$ cat src/rtl/loop_close_det.sv
module loop_close_det #(
  parameter int SW = 8,
  parameter int CW = 13,
  parameter int TW = 6,
  parameter int DW = 7
) (
  input  logic          clk,
  input  logic          rst_n,
  input  logic          smp_vld,
  input  logic [SW-1:0] cur_smp,
  input  logic [SW-1:0] vol_smp,
  input  logic [2:0]    line_state,
  input  logic          volt_mode,
  input  logic          hyst_en,
  input  logic [CW-1:0] flt_coef,
  input  logic [TW-1:0] thr_hi,
  input  logic [TW-1:0] thr_lo,
  input  logic [DW-1:0] dbnc_len,
  input  logic          irq_en,
  input  logic          irq_clr,
  output logic          closed,
  output logic          irq_pend
);
  localparam int AW = SW + CW;
  localparam int PW = AW + 1 + CW + 1;

  logic [AW-1:0] acc, acc_nx;
  logic [DW-1:0] cnt;
  logic [SW-1:0] x;
  logic signed [AW:0]   diff;
  logic signed [PW-1:0] prod;
  logic signed [AW+1:0] sum;
  logic [TW-1:0] lvl;
  logic proc, cmp, flip;

  assign proc = smp_vld && (line_state == 3'd1 || line_state == 3'd2);
  assign x    = volt_mode ? vol_smp : cur_smp;
  assign diff = $signed({1'b0, x, {CW{1'b0}}}) - $signed({1'b0, acc});
  assign prod = diff * $signed({1'b0, flt_coef});
  assign sum  = $signed({2'b00, acc}) + $signed(prod[PW-1:CW]);
  assign acc_nx = sum[AW-1:0];
  assign lvl  = acc_nx[AW-1:AW-TW];

  always_comb begin
    if (!volt_mode)
      cmp = (hyst_en && closed) ? (lvl > thr_lo) : (lvl > thr_hi);
    else if (hyst_en)
      cmp = closed ? (lvl < thr_hi) : (lvl < thr_lo);
    else
      cmp = lvl < thr_hi;
  end

  assign flip = proc && (cmp != closed) && (cnt >= dbnc_len);

  always_ff @(posedge clk) begin
    if (!rst_n) begin
      acc <= '0;
      cnt <= '0;
      closed <= 1'b0;
    end else if (proc) begin
      acc <= acc_nx;
      if (cmp == closed || flip) cnt <= '0;
      else cnt <= cnt + 1'b1;
      if (flip) closed <= cmp;
    end
  end

  always_ff @(posedge clk) begin
    if (!rst_n) irq_pend <= 1'b0;
    else if (flip && irq_en) irq_pend <= 1'b1;
    else if (irq_clr) irq_pend <= 1'b0;
  end


  hold_chk: assert property (@(posedge clk) disable iff (!rst_n)
    !proc |=> $stable(closed) && $stable(acc) && $stable(cnt));

  agree_clear_chk: assert property (@(posedge clk) disable iff (!rst_n)
    (proc && cmp == closed) |=> cnt == '0 && $stable(closed));

  irq_set_chk: assert property (@(posedge clk) disable iff (!rst_n)
    (closed != $past(closed) && $past(irq_en)) |-> irq_pend);

  irq_gate_chk: assert property (@(posedge clk) disable iff (!rst_n)
    $rose(irq_pend) |-> $past(irq_en) && closed != $past(closed));

  irq_sticky_chk: assert property (@(posedge clk) disable iff (!rst_n)
    (irq_pend && !irq_clr) |=> irq_pend);
endmodule

$ cat config.mk
export PLATFORM = sky130hd
export DESIGN_NAME = loop_close_det
export DESIGN_NICKNAME = d
export VERILOG_FILES = /design/src/rtl/loop_close_det.sv
export SDC_FILE = /design/constraint.sdc
export NUM_CORES = 1
export LEC_CHECK = 0
export ABC_CLOCK_PERIOD_IN_PS = 19500
export BUFFER_PORTS_ARGS = -buffer_cell sky130_fd_sc_hd__buf_4
export CAP_MARGIN = 20
export CORE_MARGIN = 10
export CORE_UTILIZATION = 44
export CTS_CLUSTER_DIAMETER = 80
export DETAILED_ROUTE_END_ITERATION = 6
export SLEW_MARGIN = 20
export SYNTH_ARGS = -nofsm -noshare
export SYNTH_HDL_FRONTEND = slang
export SYNTH_SLANG_ARGS = --single-unit
$ cat constraint.sdc
create_clock -name clk -period 19.5 [get_ports clk]
set_clock_uncertainty 0.15 [all_clocks]
set_input_delay 3.9 -clock clk [delete_from_list [all_inputs] [get_ports clk]]
set_output_delay 3.9 -clock clk [all_outputs]
set_load 0.005 [all_outputs]
==> Word-level counts from Yosys, hierarchy flattened <==
Index checks and enable logic that the tools add are counted.
{ "classes": {"addsub": 3, "eq_ne": 4, "multipliers": 1, "n_reduce_logical": 9, "muxes": 8, "n_lt_le_gt_ge": 5} }
{ "op_table": {"columns": ["op", "count"], "rows": [
  ["$mul 22x14->34", 1],
  ["$sub 21x21->22", 1],
  ["$add 21x21->21", 1],
  ["$gt 6x6->1", 2],
  ["$lt 6x6->1", 2],
  ["$mux 8", 1],
  ["$add 7x1->7 const B", 1],
  ["$ge 7x7->1", 1],
  ["$mux 7", 1],
  ["$mux 1", 6],
  ["$logic_and 1x1->1", 5],
  ["$eq 3x1->1 const B", 1],
  ["$eq 3x2->1 const B", 1],
  ["$logic_or 1x1->1", 2],
  ["$reduce_and 2->1", 1],
  ["$reduce_bool 2->1", 1],
  ["$eq 1x1->1", 1],
  ["$ne 1x1->1", 1]
]} }
{ "totals": {"inputBits": 58, "output_inout_bits": 2, "reg_bits": 30, "wordCells": 34} }

==> Logic depth before layout (Yosys ltp) <==
{ "logic_depth": {"ltp_word": 13, "mapped_depth": 50, "mapped_depth_nobuf": 48} }

==> Worst setup path before layout <==
OpenSTA, ideal clock, no wires.
{ "synth_path": {"path_kind": "input-to-reg", "from": "input volt_mode", "to": "register cnt[2]", "t_arrival_ps": 13891, "setup_ps": 117, "stages": 49, "t_required_ps": 19233, "path_buffers": 2, "path_slack_ps": 5342, "path_cell_list": "clkbuf_1 > mux2_2 > ha_1 > a31oi_1 > o21ai_1 > a21o_1 > a21o_1 > xor2_1 > clkbuf_1 > and2_1 > fa_1 > inv_1 > fa_1 > inv_1 > fa_1 > fa_1 > fa_1 > inv_1 > [13 not listed] > nand2_1 > nand2_1 > a21o_1 > a21oi_1 > a31oi_1 > a31oi_1 > o21ai_0 > xor2_1 > ha_1 > or2_2 > a21oi_1 > a21oi_1 > a221oi_1 > a211oi_1 > o21ai_0 > nand2_1 > nand2_1 > nor2_1"} }
{ "synth_between": {"elab_chain_len": 13, "elab_cells_between_ends": 18, "classes_between": "add/sub (2); mul (1); order compare (4); eq/ne (2); mux (6); reduce/logical (3)"} }
{ "synth_lines": {"columns": ["item", "line_no", "text"], "rows": [
  ["from (decl)", "13", "input logic volt_mode,"],
  ["$mux 8 (*)", "37", "assign x = volt_mode ? vol_smp : cur_smp;"],
  ["$sub 21x21->22 (*)", "38", "assign diff = $signed({1'b0, x, {CW{1'b0}}}) - $signed({1'b0, acc});"],
  ["$mul 22x14->34 (*)", "39", "assign prod = diff * $signed({1'b0, flt_coef});"],
  ["$add 21x21->21 (*)", "40", "assign sum = $signed({2'b00, acc}) + $signed(prod[PW-1:CW]);"],
  ["via sum[19]", "32", "logic signed [AW+1:0] sum;"],
  ["$lt 6x6->1 (on tied branches)", "48, 50", null],
  ["$mux 1", "48", "cmp = closed ? (lvl < thr_hi) : (lvl < thr_lo);"],
  ["$mux 1", "47", "else if (hyst_en)"],
  ["$mux 1 (*)", "45", "if (!volt_mode)"],
  ["$ne 1x1->1", "53", "assign flip = proc && (cmp != closed) && (cnt >= dbnc_len);"],
  ["$logic_and 1x1->1 (2 in series)", "53", null],
  ["$logic_or 1x1->1 (*)", "62", "if (cmp == closed || flip) cnt <= '0;"],
  ["$mux 7 (*)", "62", null],
  ["to (signal assigned)", "63", "else cnt <= cnt + 1'b1;"],
  ["to (decl)", "28", "logic [DW-1:0] cnt;"]
]} }
Mark *: on every way through the listed nets, which the timed path passes. The rest lies on a longest branch.
A chain may end at the register's enable or synchronous reset.

==> Worst setup path after layout <==
{ "layout_path": {"from": "input volt_mode", "to": "register cnt[3]"} }
Same word-level chain as after synthesis.

==> impl_metrics.toml <==
[global_routing]
antenna_found_initial = 1
grt_pass1_vias = 10400
grt.total_usage_pct = 17.3
grt_first_pass_wirelength_um = 52000
grt_start_max_net_pins = 27
overflow = 0

[floorplan]
ios = 60
die_h_um = 191
start_util_pct = 44.8
die_area_um2 = 36600
std_cell_rows = 62
dieWidth_um = 191
core_um2 = 28800

[synthesis]
synth_edf_count = 0
synth_area_um2 = 12900
seq_area_frac_synth_pct = 4.66
syn_area_per_cell_um2 = 8.52
synth_nets = 1959
ys_ff_latch = 30
synth-main-ff-cell = "dfxtp_1"
yosys_warnings = 0
syn_inst = 1513
yosysUniqueCellTypes = 58
async_flop_share_pct = 0

[clock_tree]
clk_latency_ps = 280
clkTransAtPathRegs_ps = 50
cts_root_buf = "clkbuf_16"
cts_hold_buf = 0
cts.path.max_buffers = 2
htree_levels = 2
cts_resized = 0
cts.sinks = 30
post-cts-setup-buffer-count = 0
cts_tree = "built"
cts_made_buffers = 5

[sta]
setup_tns_ps = 0
worst_pin_slew_ps = 987
clock.fmax_ghz = 0.0674
hold_viol = 0
maxSlewViolCount = 0
hold_ws_ps = 319
grt_setup_unrepaired = "no"
final.min_clock_period_ps = 14830
setup_viol = 0
worst_slack_ps = 4670
finalCritPeriodShare_pct = 76.0
slew_headroom_pct = 34.2

[worst_setup_path]
slowest_delay_ps = 530
crit_family = "adder cells"
cpMostUsedCell = "fa_1"
slowest_stage = "fa_1"
cp.required_ps = 19520
cp_num_buf_inv = 6
critical_path_class = "input pin to flip-flop"
cp_max_fo = 13
end_kind = "flip-flop"
critPathArrivalTime_ps = 14850
worstSetupStartpointType = "input pin"

[final_layout]
final_core_util_pct = 48.5
layout_commonest_cell = "inv_1"
fillers = 2827
synthToLayoutAreaGrowth_pct = 8.29
n_antenna_cell = 0
final_nets = 1987
layout_common_cells = "inv_1 (340), fa_1 (258), nand2_1 (219)"
drive_gt1_share_pct = 6.94
seq_area_um2 = 601
multi_input_area_um2 = 10800

[placed_design]
dp_hpwl_um = 24800
post-place-ws_ps = 4430
port_buffers = 59
gp_congestion = 0.872

[worst_hold_path]
hold_class = "flip-flop to flip-flop"

[routing]
drc = 0
num_vias = 9691
drtPass1Iterations = 5
detail_route.wl_per_cell_um = 15.5
routed_via_density = 5.03
drt_iter0_markers = 398
ant_nets = 0
routed_wl_um = 29900

[outcome]
status = "finished clean"

[flow_run]
cap_viol_max_count = 0
==> final timing paths <==
path / end / slack [ps] / cells past startpoint / start
setup / recovery: cnt[3] / 4670 / 47 / volt_mode
setup reg to reg: cnt[3] / 7820 / 47 / acc[0]
hold reg to reg: acc[20] / 320 / 2 / acc[20]
hold / removal: acc[20] / 320 / 2 / acc[20]
==> area by class of cell <==
class	count	share of cell area, %
multi-input combinational	1087	77.6
inverter	340	9.14
sequential	30	4.30
timing repair buffer	77	4.14
tap	384	3.44
clock buffer	6	0.995
clock inverter	2	0.430
==> per-stage QoR <==
stage          instances  cell area (µm²)
2_1_floorplan       1513            12900
3_3_place_gp        1918            13800
3_5_place_dp        1918            13800
4_1_cts             1926            14000
5_1_grt             1926            14000
6_report            1926            14000
==> registers in the layout, summed over array words and instances, names as in the netlist <==
name      cells
cnt           7
closed        1
irq_pend      1
acc          21
==> worst register-to-register path: cells and delay by family, from the launching register on <==
family          cells  cell delay [ps]
simple gates       12             2180
buf+inv             6              490
flops               1              710
compound gates     17             3560
xor+xnor            2              380
fa+ha+maj          10             4110
==> metal layers <==
metal,global-route usage [%],routed length [µm],vias up,part of all wire (%)
li1,-,-,4646,-
met1,22.9,13400,4902,45
met2,30.9,15500,113,52
met3,1.38,619,30,2.1
met4,2.43,364,0,1.2
met5,0,0,-,0
==> kinds of logic after synthesis <==
kind of cell | share of synthesized area, %
and+or+nand+nor | 17.6
adders and majority gates | 52.7
buffers and inverters | 11.5
xor gates and xnor gates | 4.69
muxes | 0.951
DFF | 4.66
AOI/OAI and AO/OA | 7.92
==> synthesized netlist by cell type (10+ instances only) <==
master    number  area share, %
fa_1         258             40
xnor2_1       47            3.2
a21oi_1       60            2.3
nor2_1        35            1.0
mux2_2        10           0.87
dfxtp_1       30            4.7
nand2_1      219            6.4
and2_1       130            6.3
a21o_1        18            1.0
xor2_1        22            1.5
o21a_1        18            1.0
clkbuf_1      55            1.6
o21ai_0       22           0.85
ha_1         130             13
nor3_1        18           0.70
inv_1        340            9.9
Power is left out: the tool's default activity adds up to more than one toggle a clock period on the data nets, which glitch-free logic cannot reach.
